[src/rtl/pmc_pkg.sv]
package pmc_pkg;

    // Live field layout of the power control register (low byte)
    localparam int FIELD_W   = 8;
    localparam int SLOW_LSB  = 0;
    localparam int SLOW_W    = 4;
    localparam int DOZE_BIT  = 4;
    localparam int SLEEP_BIT = 5;
    localparam int DYN_BIT   = 6;
    localparam int SUSP_BIT  = 7;

    typedef enum logic [1:0] {
        ST_RUN     = 2'd0,
        ST_DOZE    = 2'd1,
        ST_SLEEP   = 2'd2,
        ST_SUSPEND = 2'd3
    } pm_state_e;

    typedef struct packed {
        logic core;
        logic tick_pic;
        logic units;
    } gate_t;

    // Mode requested by a field value; suspend > sleep > doze
    function automatic pm_state_e decode_mode(input logic [FIELD_W-1:0] f);
        pm_state_e m;
        if (f[SUSP_BIT])       m = ST_SUSPEND;
        else if (f[SLEEP_BIT]) m = ST_SLEEP;
        else if (f[DOZE_BIT])  m = ST_DOZE;
        else                   m = ST_RUN;
        return m;
    endfunction

endpackage

[src/rtl/pmc_reg.sv]
module pmc_reg
    import pmc_pkg::*;
(
    input  logic               clk,
    input  logic               rst_n,
    input  logic               wr_fire,
    input  logic [FIELD_W-1:0] wr_byte,
    input  logic               exc_entry,
    input  logic               hold,
    output logic [FIELD_W-1:0] field_d,
    output logic [FIELD_W-1:0] field_q
);

    always_comb begin
        field_d = field_q;
        if (!hold) begin
            if (wr_fire) begin
                field_d = wr_byte;
            end
            // exception entry wins over a same-cycle write for the request bits
            if (exc_entry) begin
                field_d[DOZE_BIT]  = 1'b0;
                field_d[SLEEP_BIT] = 1'b0;
            end
        end
    end

    always_ff @(posedge clk or negedge rst_n) begin
        if (!rst_n) begin
            field_q <= '0;
        end else begin
            field_q <= field_d;
        end
    end

endmodule

[src/rtl/pmc_fsm.sv]
module pmc_fsm
    import pmc_pkg::*;
(
    input  logic               clk,
    input  logic               rst_n,
    input  logic               wr_fire,
    input  logic [FIELD_W-1:0] field_d,
    input  logic               wake,
    output pm_state_e          state_q
);

    pm_state_e state_d;
    pm_state_e req_mode;

    assign req_mode = decode_mode(field_d);

    always_comb begin
        state_d = state_q;
        unique case (state_q)
            ST_RUN: begin
                if (wr_fire) state_d = req_mode;          // ENTER or LOCK
            end
            ST_DOZE, ST_SLEEP: begin
                if (wr_fire)   state_d = req_mode;        // REMODE or LOCK
                else if (wake) state_d = ST_RUN;          // WAKE
            end
            ST_SUSPEND: begin
                state_d = ST_SUSPEND;                     // left only by reset
            end
        endcase
    end

    always_ff @(posedge clk or negedge rst_n) begin
        if (!rst_n) begin
            state_q <= ST_RUN;
        end else begin
            state_q <= state_d;
        end
    end

endmodule

[src/rtl/pmc_gate.sv]
module pmc_gate
    import pmc_pkg::*;
(
    input  pm_state_e state_q,
    output gate_t     gates
);

    always_comb begin
        unique case (state_q)
            ST_RUN:     gates = '{core: 1'b1, tick_pic: 1'b1, units: 1'b1};
            ST_DOZE:    gates = '{core: 1'b0, tick_pic: 1'b1, units: 1'b0};
            ST_SLEEP:   gates = '{core: 1'b0, tick_pic: 1'b0, units: 1'b0};
            ST_SUSPEND: gates = '{core: 1'b0, tick_pic: 1'b0, units: 1'b0};
        endcase
    end

endmodule

[src/rtl/pwr_mgmt_ctrl.sv]
module pwr_mgmt_ctrl
    import pmc_pkg::*;
#(
    parameter int DATA_W = 32
) (
    input  logic              clk,
    input  logic              rst_n,
    input  logic              spr_sel,
    input  logic              spr_we,
    input  logic [DATA_W-1:0] spr_wdata,
    output logic [DATA_W-1:0] spr_rdata,
    input  logic              irq_pending,
    input  logic              exc_entry,
    input  logic              timer_event,
    output logic              core_clk_en,
    output logic              tick_pic_clk_en,
    output logic              unit_clk_en,
    output logic [SLOW_W-1:0] slow_div,
    output logic              dyn_gate_en,
    output logic              pm_present
);

    localparam int PAD_W = DATA_W - FIELD_W;

    pm_state_e          state_q;
    logic [FIELD_W-1:0] field_q;
    logic [FIELD_W-1:0] field_d;
    logic               hold;
    logic               wr_fire;
    logic               wake;
    gate_t              gates;

    assign hold    = (state_q == ST_SUSPEND);
    assign wr_fire = spr_sel && spr_we && !hold;
    assign wake    = irq_pending || timer_event || exc_entry;

    pmc_reg u_reg (
        .clk       (clk),
        .rst_n     (rst_n),
        .wr_fire   (wr_fire),
        .wr_byte   (spr_wdata[FIELD_W-1:0]),
        .exc_entry (exc_entry),
        .hold      (hold),
        .field_d   (field_d),
        .field_q   (field_q)
    );

    pmc_fsm u_fsm (
        .clk     (clk),
        .rst_n   (rst_n),
        .wr_fire (wr_fire),
        .field_d (field_d),
        .wake    (wake),
        .state_q (state_q)
    );

    pmc_gate u_gate (
        .state_q (state_q),
        .gates   (gates)
    );

    generate
        if (PAD_W > 0) begin : g_pad
            assign spr_rdata = spr_sel ? {{PAD_W{1'b0}}, field_q} : '0;
        end else begin : g_nopad
            assign spr_rdata = spr_sel ? field_q[DATA_W-1:0] : '0;
        end
    endgenerate

    assign core_clk_en     = gates.core;
    assign tick_pic_clk_en = gates.tick_pic;
    assign unit_clk_en     = gates.units;
    assign slow_div        = field_q[SLOW_LSB +: SLOW_W];
    assign dyn_gate_en     = field_q[DYN_BIT];
    assign pm_present      = 1'b1;

endmodule

[config.mk]
export PLATFORM = sky130hd
export DESIGN_NAME = pwr_mgmt_ctrl
export DESIGN_NICKNAME = d
export VERILOG_FILES = /design/src/rtl/pmc_pkg.sv /design/src/rtl/pmc_reg.sv /design/src/rtl/pmc_fsm.sv /design/src/rtl/pmc_gate.sv /design/src/rtl/pwr_mgmt_ctrl.sv
export SDC_FILE = /design/constraint.sdc
export NUM_CORES = 1
export LEC_CHECK = 0
export ABC_AREA = 0
export BUFFER_PORTS_ARGS = -buffer_cell sky130_fd_sc_hd__buf_4
export CAP_MARGIN = 20
export CORE_ASPECT_RATIO = 1.25
export CORE_MARGIN = 8
export CORE_UTILIZATION = 38
export CTS_BUF_LIST = sky130_fd_sc_hd__clkbuf_16
export DETAILED_ROUTE_END_ITERATION = 8
export GPL_TIMING_DRIVEN = 0
export PLACE_DENSITY = 0.84
export SLEW_MARGIN = 20
export SYNTH_ARGS = -nofsm -noshare
export SYNTH_HDL_FRONTEND = slang
export SYNTH_SLANG_ARGS = --single-unit
[constraint.sdc]
create_clock -name clk -period 4.16 [get_ports clk]
set_input_delay 1.248 -clock clk [delete_from_list [all_inputs] [get_ports clk]]
set_output_delay 1.248 -clock clk [all_outputs]
set_load 0.02 [all_outputs]
# Word-level counts from Yosys, hierarchy flattened
# Index checks and enable logic that the tools add are counted.
word_totals:
  register_bits: 10
  out_inout_bits: 41
  wordCells: 31
op_classes:
  eq_ne: 5
  muxes: 12
  bitwise_logic: 1
  reduce_logical: 10
ops:
  columns: ["op", "n"]
  rows:
  - ["8-bit two-way mux", 3]
  - ["2-bit two-way mux", 6]
  - ["3-bit case mux with 3 select lines", 1]
  - ["2-bit case mux with 3 select lines", 1]
  - ["2-bit equality test (second input constant)", 2]
  - ["2-bit AND reduction", 2]
  - ["2-bit OR reduction", 2]
  - ["3-bit by 1-bit != test with 1-bit output (second input constant)", 1]
  - ["2-bit by 1-bit equality test with 1-bit output (second input constant)", 1]
  - ["1-bit logical AND", 2]
  - ["2-bit zero test", 1]
  - ["1-bit logical OR", 2]
  - ["2-bit by 1-bit != test with 1-bit output (second input constant)", 1]
  - ["1-bit zero test", 1]
  - ["1-bit two-way mux", 1]
  - ["1-bit NOT", 1]

# Depth between registers and ports, before layout
logic_depth:
  depth_word: 11
  depth_mapped: 7

# Modules after synthesis
# A second synthesis with hierarchy kept.
unflattened:
  cells_unflattened: 84
  hier_area_um2: 832.0
by_module_without_submodules:
  columns: ["mod", "n_inst", "cells_per_inst", "area_each_um2", "seq_area_each_um2"]
  rows:
  - ["pmc_reg", 1, 23, 362.8, 200.2]
  - ["pwr_mgmt_ctrl", 1, 39, 265.3, 0.0]
  - ["pmc_fsm", 1, 19, 188.9, 50.0]
  - ["pmc_gate", 1, 3, 15.0, 0.0]

# Worst setup path before layout
# OpenSTA, ideal clock, no wires.
synth_timing:
  kind: "input to output"
  start: "in spr_sel"
  end: "out spr_rdata[4]"
  arrival_ns: 1.615
  path_slack_ns: 1.297
  path_stages: 2
  path_cell_list: "buf_2 > and2_1"
synth_between:
  elab_chain_cells: 1
synth_rtl:
  columns: ["item", "line_no", "source"]
  rows:
  - ["start: declaration", "pwr_mgmt_ctrl.sv:8", "input logic spr_sel,"]
  - ["8-bit two-way mux", "pwr_mgmt_ctrl.sv:64", "assign spr_rdata = spr_sel ? {{PAD_W{1'b0}}, field_q} : '0;"]
  - ["end: declaration", "pwr_mgmt_ctrl.sv:11", "output logic [DATA_W-1:0] spr_rdata,"]
# Every way passes these cells.

# Final worst setup path
layout_timing:
  start: "in spr_sel"
  end: "out spr_rdata[5]"
# Same word-level chain as after synthesis.

==> flow_summary.json <==
{
  "status": "complete, no violations",
  "cp_data_arrival_time_ps": 1830,
  "drc_errors": 0,
  "n_antenna_cell": 0,
  "dieArea_mm2": 0.003868,
  "synthMuxAreaShare": 0.08204,
  "min_path_cells": 1,
  "cts.path.max_buffers": 2,
  "drt_iter0_drc": 6,
  "fmax_mhz": 324.4,
  "drtPass1Iterations": 4,
  "p_leak_uw": 0.0006932,
  "ctsResizeCount": 0,
  "die_h_um": 67.57,
  "cts_setup_buffers": 0,
  "clkTransAtPathRegs_ps": 40,
  "clkLatencyLatePin_ps": 240,
  "hpwl_um": 1713,
  "ys_ff_latch": 10,
  "cts_root_buf": "clkbuf_16",
  "yosysTopAreaCell": "dfrtp_1",
  "finClkSkew_ps": 2.406,
  "clock_sink_count": 10,
  "hold_buffers": 0,
  "grt_max_degree": 11,
  "rsz0062_at_grt": "no",
  "setup_tns_ps": 0,
  "fin_crit_sh": 0.7410,
  "yosys.area_share.simple": 0.1440,
  "synth_area_um2": 808.3,
  "startpoint_type": "primary input",
  "fill_cells": 160,
  "vdd_ir_drop_max_v": 0.0002356,
  "die_w_um": 57.25,
  "async_flop_share": 1.000,
  "crit_top_cell": "buf_4",
  "cp_data_required_time_ps": 2910,
  "grt_pass1_vias": 719,
  "yosysWarnings": 0,
  "hold_class": "flip-flop to flip-flop",
  "port_buffers": 30,
  "vias": 687,
  "grt_antenna_before_repair": 0,
  "ys_types": 25,
  "fp-row-count": 18,
  "via_per_inst": 4.189,
  "synth_area_per_cell_um2": 9.185,
  "synthFlopType": "dfrtp_1",
  "cts_tree": "done",
  "drive_gt1_frac": 0.5000,
  "finalInstanceArea_mm2": 0.001220,
  "post-route-util": 0.6086,
  "cp_slowest_stage_delay_ps": 170,
  "cp_max_fo": 10,
  "synthTopCellsByArea": "dfrtp_1 31%, buf_4 28%, mux2_2 7.0%",
  "final_antenna_net_count": 0,
  "crit_type": "primary input to primary output",
  "synthCells": 88,
  "htreeDepth": 1,
  "crit_path_end_kind": "primary output",
  "finalHoldViolCount": 0,
  "areaGrowthSynthToFinish_pct": 50.93,
  "path_cells": "buf_4 > buf_2 > and2_1 > buf_4",
  "report.final.slew_viol_count": 0,
  "core_area_mm2": 0.002004,
  "cts_made_buffers": 3,
  "grt_first_pass_wirelength_um": 3229,
  "finalSetupViolations": 0,
  "p_per_area_mw_per_mm2": 544.9,
  "track_usage": 0.1082,
  "synth_most_common_cell": "buf_4",
  "synth_edf_count": 0,
  "routedWlPerCell_um": 12.30,
  "r2r_cells": 7,
  "synth-adder-area-share": 0.06192,
  "start_util": 0.4032,
  "routed_wl_um": 2017,
  "synth_top_family_by_area": "buffers and inverters",
  "pin_count": 80,
  "place_area_mm2": 0.001145,
  "critPathSlowestCell": "and2_1",
  "yosys.area.top_type_share": 0.3096,
  "gp_congestion": 0.8187,
  "synth_compound_area_frac": 0.08050,
  "drv_cap": 0,
  "yosys-top-cells-count": "30 x buf_4, 10 x dfrtp_1, 8 x and2_1, 5 x mux2_2",
  "yosys.area_share.xor_xnor": 0,
  "min_period_ps": 3083,
  "grt_overflow": 0,
  "fin_nets": 189,
  "ys_seq_area_frac": 0.3096
}
[where the power goes]
part / total (µW) / internal (µW) / switching (µW)
combinational: 350 / 168 / 182
clock: 166 / 124 / 42.0
sequential: 149 / 129 / 20.1
[worst paths after layout]
check                                 start                to  slack [ps]
min reg2reg                u_reg.field_q[1]  u_reg.field_q[1]         520
max reg2reg                u_fsm.state_q[0]  u_fsm.state_q[0]        2440
max                                 spr_sel      spr_rdata[5]        1080
min                        u_reg.field_q[1]  u_reg.field_q[1]         520
min in group asynchronous             rst_n  u_reg.field_q[2]         840
max in group asynchronous             rst_n  u_reg.field_q[3]        3180
[worst max-delay path, delay by kind of cell]
kind,cells,cell delay [ps]
and+or+nand+nor,1,170
buffers and inverters,3,410
[per-layer routing]
layer | up-vias | global-route usage | part of all wire
met2 | 44 | 0.1949 | 0.49
li1 | 343 | - | -
met4 | 0 | 0.06583 | 0.019
met5 | - | 0 | 0
met3 | 5 | 0.06084 | 0.12
met1 | 295 | 0.09219 | 0.37
[final cells by class]
type / count / area (µm²) / area share
Multi-Input combinational cell: 66 / 391.6 / 0.3210
Inverter: 3 / 11.26 / 0.009231
Tap cell: 20 / 25.02 / 0.02051
Sequential cell: 10 / 250.2 / 0.2051
Clock buffer: 3 / 75.07 / 0.06154
Buffer: 32 / 241.5 / 0.1979
Timing Repair Buffer: 30 / 225.2 / 0.1846
[cell usage in the layout (no fill, tap or decap)]
cell and count:
mux2i_1 1, or2_2 1, nand2_1 3, a21oi_1 4, nand3b_1 1, mux2_2 5
and2_1 8, nor2_1 3, o22ai_1 1, a31oi_1 2, inv_1 3, clkbuf_16 3
buf_4 60, buf_6 1, nor4b_1 1, conb_1 25, o21ai_2 1, nand2b_1 1
nor2b_1 1, o21ai_0 1, ha_1 4, dfrtp_1 10, buf_2 1, a22oi_1 1
o21ai_1 1, and3b_1 1
[through the flow]
stage,hold WS [ps],power [µW],instances,setup slack (ps)
final,523.7,664.8,164,1077
after global routing,551.9,707.4,164,1042
after CTS,528.2,671.5,164,1073
after detailed placement,509.1,499.5,161,1077
after global placement,503.4,490.1,161,1078
after floorplan,481.2,387.0,111,1297
[state kept, by name (all words and copies together), names as in the netlist]
signal	flops
u_fsm.state_q	2
u_reg.field_q	8
[cell families after synthesis]
family / after synthesis
buf+inv: 35
flops: 10
other cells: 2
mux: 6
simple gates: 20
compound gates: 11
fa+ha+maj: 4
Power figures use the tool's default switching activity.
